<file path="config.mk">
export PLATFORM = sky130hd
export DESIGN_NAME = isr_irq_ctrl
export DESIGN_NICKNAME = d
export VERILOG_FILES = /design/src/rtl/virtio_isr_pkg.sv /design/src/rtl/isr_status_reg.sv /design/src/rtl/isr_intx_drv.sv /design/src/rtl/isr_msg_sched.sv /design/src/rtl/isr_irq_ctrl.sv
export SDC_FILE = /design/constraint.sdc
export NUM_CORES = 1
export LEC_CHECK = 0
export BUFFER_PORTS_ARGS = -buffer_cell sky130_fd_sc_hd__buf_4
export CAP_MARGIN = 20
export CELL_PAD_IN_SITES_DETAIL_PLACEMENT = 1
export CELL_PAD_IN_SITES_GLOBAL_PLACEMENT = 1
export CORE_MARGIN = 1.5
export CORE_UTILIZATION = 26
export CTS_CLUSTER_SIZE = 40
export DETAILED_ROUTE_END_ITERATION = 7
export PLACE_DENSITY = 0.69
export SLEW_MARGIN = 20
export SYNTH_ARGS = -nofsm -noshare
export SYNTH_HDL_FRONTEND = slang
export SYNTH_SLANG_ARGS = --single-unit
</file>
<file path="constraint.sdc">
create_clock -name clk -period 3.9 [get_ports clk]
set_input_delay 0.78 -clock clk [delete_from_list [all_inputs] [get_ports clk]]
set_output_delay 0.78 -clock clk [all_outputs]
set_load 0.02 [all_outputs]
</file>
<file path="src/rtl/virtio_isr_pkg.sv">
package virtio_isr_pkg;
  localparam int unsigned ISR_W     = 8;
  localparam int unsigned QUEUE_BIT = 0;
  localparam int unsigned CFG_BIT   = 1;

  typedef enum logic [1:0] {
    SRC_NONE  = 2'd0,
    SRC_CFG   = 2'd1,
    SRC_QUEUE = 2'd2
  } msg_src_e;
endpackage

</file>
<file path="src/rtl/isr_status_reg.sv">
module isr_status_reg
  import virtio_isr_pkg::*;
#(
  parameter int unsigned W = ISR_W
) (
  input  logic         clk,
  input  logic         rst_n,
  input  logic         set_queue,
  input  logic         set_cfg,
  input  logic         rd_en,
  output logic [W-1:0] status,
  output logic [W-1:0] rd_data
);
  logic [W-1:0] set_mask;
  logic [W-1:0] status_nxt;

  always_comb begin
    set_mask            = '0;
    set_mask[QUEUE_BIT] = set_queue;
    set_mask[CFG_BIT]   = set_cfg;
    // clear from the read applies first, new events land on top
    status_nxt = (rd_en ? '0 : status) | set_mask;
  end

  always_ff @(posedge clk) begin
    if (!rst_n) begin
      status  <= '0;
      rd_data <= '0;
    end else begin
      status <= status_nxt;
      if (rd_en) rd_data <= status;
    end
  end

  AST_RSVD_ZERO: assert property (@(posedge clk) disable iff (!rst_n)
    status[W-1:2] == '0);
  AST_CFG_SETS_BIT: assert property (@(posedge clk) disable iff (!rst_n)
    set_cfg |=> status[CFG_BIT]);
  AST_EVENT_SURVIVES_READ: assert property (@(posedge clk) disable iff (!rst_n)
    (rd_en && set_queue) |=> status[QUEUE_BIT]);
endmodule

</file>
<file path="src/rtl/isr_intx_drv.sv">
module isr_intx_drv
  import virtio_isr_pkg::*;
#(
  parameter int unsigned W = ISR_W
) (
  input  logic         msix_en,
  input  logic [W-1:0] status,
  output logic         intx
);
  always_comb intx = !msix_en && (status != '0);
endmodule

</file>
<file path="src/rtl/isr_msg_sched.sv">
module isr_msg_sched
  import virtio_isr_pkg::*;
#(
  parameter int unsigned VEC_W = 16
) (
  input  logic             clk,
  input  logic             rst_n,
  input  logic             msix_en,
  input  logic             cfg_evt,
  input  logic             queue_evt,
  input  logic [VEC_W-1:0] cfg_vec,
  input  logic [VEC_W-1:0] queue_vec,
  output logic             msg_req,
  output logic [VEC_W-1:0] msg_vec
);
  localparam logic [VEC_W-1:0] NO_VEC = '1;

  logic             cfg_new, q_new, q_any;
  logic             q_pend;
  logic [VEC_W-1:0] q_hold, q_sel;
  msg_src_e         src;

  always_comb begin
    cfg_new = msix_en && cfg_evt && (cfg_vec != NO_VEC);
    q_new   = msix_en && queue_evt && (queue_vec != NO_VEC);
    q_any   = q_new || (q_pend && msix_en);
    q_sel   = q_new ? queue_vec : q_hold;
    if (cfg_new)    src = SRC_CFG;
    else if (q_any) src = SRC_QUEUE;
    else            src = SRC_NONE;
  end

  always_ff @(posedge clk) begin
    if (!rst_n) begin
      msg_req <= 1'b0;
      msg_vec <= '0;
      q_pend  <= 1'b0;
      q_hold  <= '0;
    end else begin
      unique case (src)
        SRC_CFG: begin
          msg_req <= 1'b1;
          msg_vec <= cfg_vec;
          q_pend  <= q_any;
          q_hold  <= q_sel;
        end
        SRC_QUEUE: begin
          msg_req <= 1'b1;
          msg_vec <= q_sel;
          q_pend  <= 1'b0;
        end
        default: begin
          msg_req <= 1'b0;
          q_pend  <= 1'b0;
        end
      endcase
    end
  end

  AST_NO_NOVEC_MSG: assert property (@(posedge clk) disable iff (!rst_n)
    msg_req |-> (msg_vec != NO_VEC));
  AST_CFG_MSG_NEXT: assert property (@(posedge clk) disable iff (!rst_n)
    (msix_en && cfg_evt && cfg_vec != NO_VEC) |=> (msg_req && msg_vec == $past(cfg_vec)));
  AST_LEGACY_SILENT: assert property (@(posedge clk) disable iff (!rst_n)
    !msix_en |=> !msg_req);
endmodule

</file>
<file path="src/rtl/isr_irq_ctrl.sv">
module isr_irq_ctrl
  import virtio_isr_pkg::*;
#(
  parameter int unsigned VEC_W = 16
) (
  input  logic             clk,
  input  logic             rst_n,
  input  logic             queue_evt_i,
  input  logic             cfg_evt_i,
  input  logic             msix_en_i,
  input  logic [VEC_W-1:0] cfg_vec_i,
  input  logic [VEC_W-1:0] queue_vec_i,
  input  logic             rd_en_i,
  output logic [ISR_W-1:0] rd_data_o,
  output logic             intx_o,
  output logic             msg_req_o,
  output logic [VEC_W-1:0] msg_vec_o
);
  logic [ISR_W-1:0] status;
  logic             set_queue;

  // queue flag is recorded only on the legacy path
  assign set_queue = queue_evt_i && !msix_en_i;

  isr_status_reg #(.W(ISR_W)) u_status (
    .clk(clk), .rst_n(rst_n),
    .set_queue(set_queue), .set_cfg(cfg_evt_i), .rd_en(rd_en_i),
    .status(status), .rd_data(rd_data_o)
  );

  isr_intx_drv #(.W(ISR_W)) u_intx (
    .msix_en(msix_en_i), .status(status), .intx(intx_o)
  );

  isr_msg_sched #(.VEC_W(VEC_W)) u_sched (
    .clk(clk), .rst_n(rst_n), .msix_en(msix_en_i),
    .cfg_evt(cfg_evt_i), .queue_evt(queue_evt_i),
    .cfg_vec(cfg_vec_i), .queue_vec(queue_vec_i),
    .msg_req(msg_req_o), .msg_vec(msg_vec_o)
  );

  AST_READ_DROPS_INTX: assert property (@(posedge clk) disable iff (!rst_n)
    (rd_en_i && !cfg_evt_i && !(queue_evt_i && !msix_en_i)) |=> !intx_o);
  AST_QUEUE_MSIX_NO_BIT: assert property (@(posedge clk) disable iff (!rst_n)
    (msix_en_i && rd_en_i && !cfg_evt_i) |=> (status == '0));
endmodule

</file>
==> results.py <==
metrics = {
    "global_route": {
        "grt_pass1_wl_um": 9980,
        "grt_use_total_pct": 15.4,
        "grt_antenna_before_repair": 0,
        "grt.overflow.total": 0,
        "grt_max_degree": 24,
        "grt_pass1_vias": 1823,
    },
    "synth": {
        "synth-adder-area-share_pct": 0,
        "yosys.area.top_type": "dfxtp_1",
        "yosysSeqAreaShare_pct": 38.6,
        "synth_xor_area_share_pct": 0,
        "ys_ff_latch": 38,
        "postSynthCellCount": 225,
        "ys_warn_count": 0,
        "synthDominantCellAreaShare_pct": 38.6,
        "synth_area_um2": 1970,
        "synth.distinct_cells": 32,
        "synthTopCellsByArea": "dfxtp_1 39%, mux2i_1 8.6%, nand3_1 8.1%, o221ai_2 7.6%, and3_1 4.8%",
        "synth.area.mux_share_pct": 9.21,
        "synth_top_family_by_area": "compound AO/OA/AOI/OAI gates",
        "synth_compound_area_share_pct": 22.8,
        "avgSynthCellArea_um2": 8.76,
        "synth-simple-area-share_pct": 19.1,
    },
    "layout": {
        "final_nets": 312,
        "drive_gt1_share_pct": 30.2,
        "fill_cells": 889,
        "areaGrowthSynthToFinish_pct": 29.8,
        "n_antenna_cell": 0,
        "final_cell_mix": "62 x buf_4, 38 x dfxtp_1, 32 x nand3_1",
        "final_common_cell": "buf_4",
        "utilization_pct": 35.1,
    },
    "floorplanning": {
        "dieArea_um2": 8110,
        "die_height_um": 90.1,
        "std_cell_rows": 31,
        "initial_core_util_pct": 27.0,
        "pin_count": 64,
        "floorplan.die.width_um": 90.1,
        "core_region_area_um2": 7290,
    },
    "critical_path": {
        "end_kind": "register",
        "path_class": "in2reg",
        "cp_data_required_time_ps": 4090,
        "crit_arrival_ps": 2790,
        "reg2reg_depth": 3,
        "critPathMaxFanout": 15,
        "critPathLaunchType": "input pin",
        "rrSetupSlack_ps": 2150,
    },
    "power_and_ir_drop": {
        "p_leak_nw": 1.09,
        "total_power_uw": 925,
        "vdd_drop_max_v": 0.000111,
        "p_per_area_nw_per_um2": 362,
    },
    "route": {
        "wire_per_inst_um": 16.9,
        "firstDrtPassIters": 4,
        "drc": 0,
        "wirelength_um": 6320,
        "drtIter0Drc": 73,
        "via_per_inst": 4.92,
        "ant_nets": 0,
        "vias": 1840,
    },
    "sta": {
        "fmax_mhz": 384,
        "worst_pin_slew_ps": 929,
        "holdWs_ps": 478,
        "relSlewSlack_pct": 38.1,
        "rsz0062_at_grt": "false",
        "fin_tns_setup_ps": 0,
        "setup_ws_ps": 1300,
        "hold_violations": 0,
        "setup_viol": 0,
        "slew_violations": 0,
        "period_needed_ps": 2600,
        "clock_skew_ps": 10.6,
        "finalCritPeriodShare_pct": 66.7,
    },
    "clock_network": {
        "ctsResizeCount": 0,
        "clk_latency_ps": 290,
        "postCtsHoldBufs": 0,
        "cts.sinks": 38,
        "cts_tree": "yes",
        "cts_root_buf": "clkbuf_8",
        "cts_setup_buffers": 0,
        "cts_made_buffers": 5,
        "path_clk_slew_ps": 80,
        "htreeDepth": 2,
        "clock_path_buffers": 2,
    },
    "min_path": {
        "hold_path_depth": 2,
        "min_path_type": "reg2reg",
    },
    "place": {
        "place_congestion": 0.772,
        "port_buffers": 57,
        "place_ws_ps": 990,
        "hpwl_um": 4720,
    },
    "flow_run": {
        "drv_cap": 0,
    },
    "run_status": {
        "status": "complete, no violations",
    },
}
## power by group
group          switching (mW)  internal [mW]
sequential             0.0110          0.407
clock                   0.141          0.192
combinational           0.103         0.0717
## path summary, 6_finish.rpt
kind	from	endpoint
max reg2reg	u_sched.q_pend	u_sched.msg_vec[11]
min	u_sched.q_hold[4]	u_sched.q_hold[4]
min reg2reg	u_sched.q_hold[4]	u_sched.q_hold[4]
max	queue_vec_i[0]	u_sched.msg_vec[11]
## worst max-delay path, stage by stage
cell	delay [ps]
buf_4	90
nand4_1	280
o41ai_4	440
buf_4	300
nand4_2	480
o221ai_1	410
## cell type report
| class | instances | area, µm² | area share [%] |
|---|---|---|---|
| Multi-Input combinational cell | 150 | 1040 | 40.6 |
| Sequential cell | 38 | 761 | 29.7 |
| Timing Repair Buffer | 62 | 465 | 18.2 |
| Tap cell | 99 | 124 | 4.84 |
| Clock buffer | 7 | 76.3 | 2.98 |
| Inverter | 17 | 63.8 | 2.50 |
| Clock inverter | 1 | 30.0 | 1.17 |
## synth_stat cells (all sizes together)
cell	number
a211oi	1
a21oi	17
a22oi	1
a31oi	1
and2	2
and3	15
buf	13
clkbuf	12
conb	1
dfxtp	38
inv	17
mux2	1
mux2i	17
nand2	4
nand3	32
nand4	9
nor2	6
o211ai	1
o21ai	17
o221ai	14
o22ai	1
o41a	2
o41ai	2
or4	1
## through the flow
step / cell area, µm² / std cells
finish: 2560 / 374
detailed placement: 2450 / 366
CTS: 2560 / 374
global route: 2560 / 374
global placement: 2450 / 366
floorplan: 1990 / 230
## cell families (layout without fill, tap and decap cells)
kind of cell	after synthesis	in the layout
simple gates	69	69
compound gates	57	57
buf+inv	42	87
flops	38	38
mux	18	18
other cells	1	6
## routing by layer
metal / global-route usage [%] / vias to the layer above / part of all wire (%)
met2: 25.8 / 47 / 48
met3: 3.64 / 5 / 4.3
met5: 0 / - / 0
met1: 19.6 / 878 / 46
li1: - / 910 / -
met4: 4.10 / 0 / 1.3
## flip-flops by register name, summed over array words and instances, names as in the netlist
signal,count
u_sched.q_pend,1
u_sched.msg_vec,16
u_status.rd_data,2
u_sched.msg_req,1
u_status.status,2
u_sched.q_hold,16
Note: power is estimated with default switching activity, not from simulation.
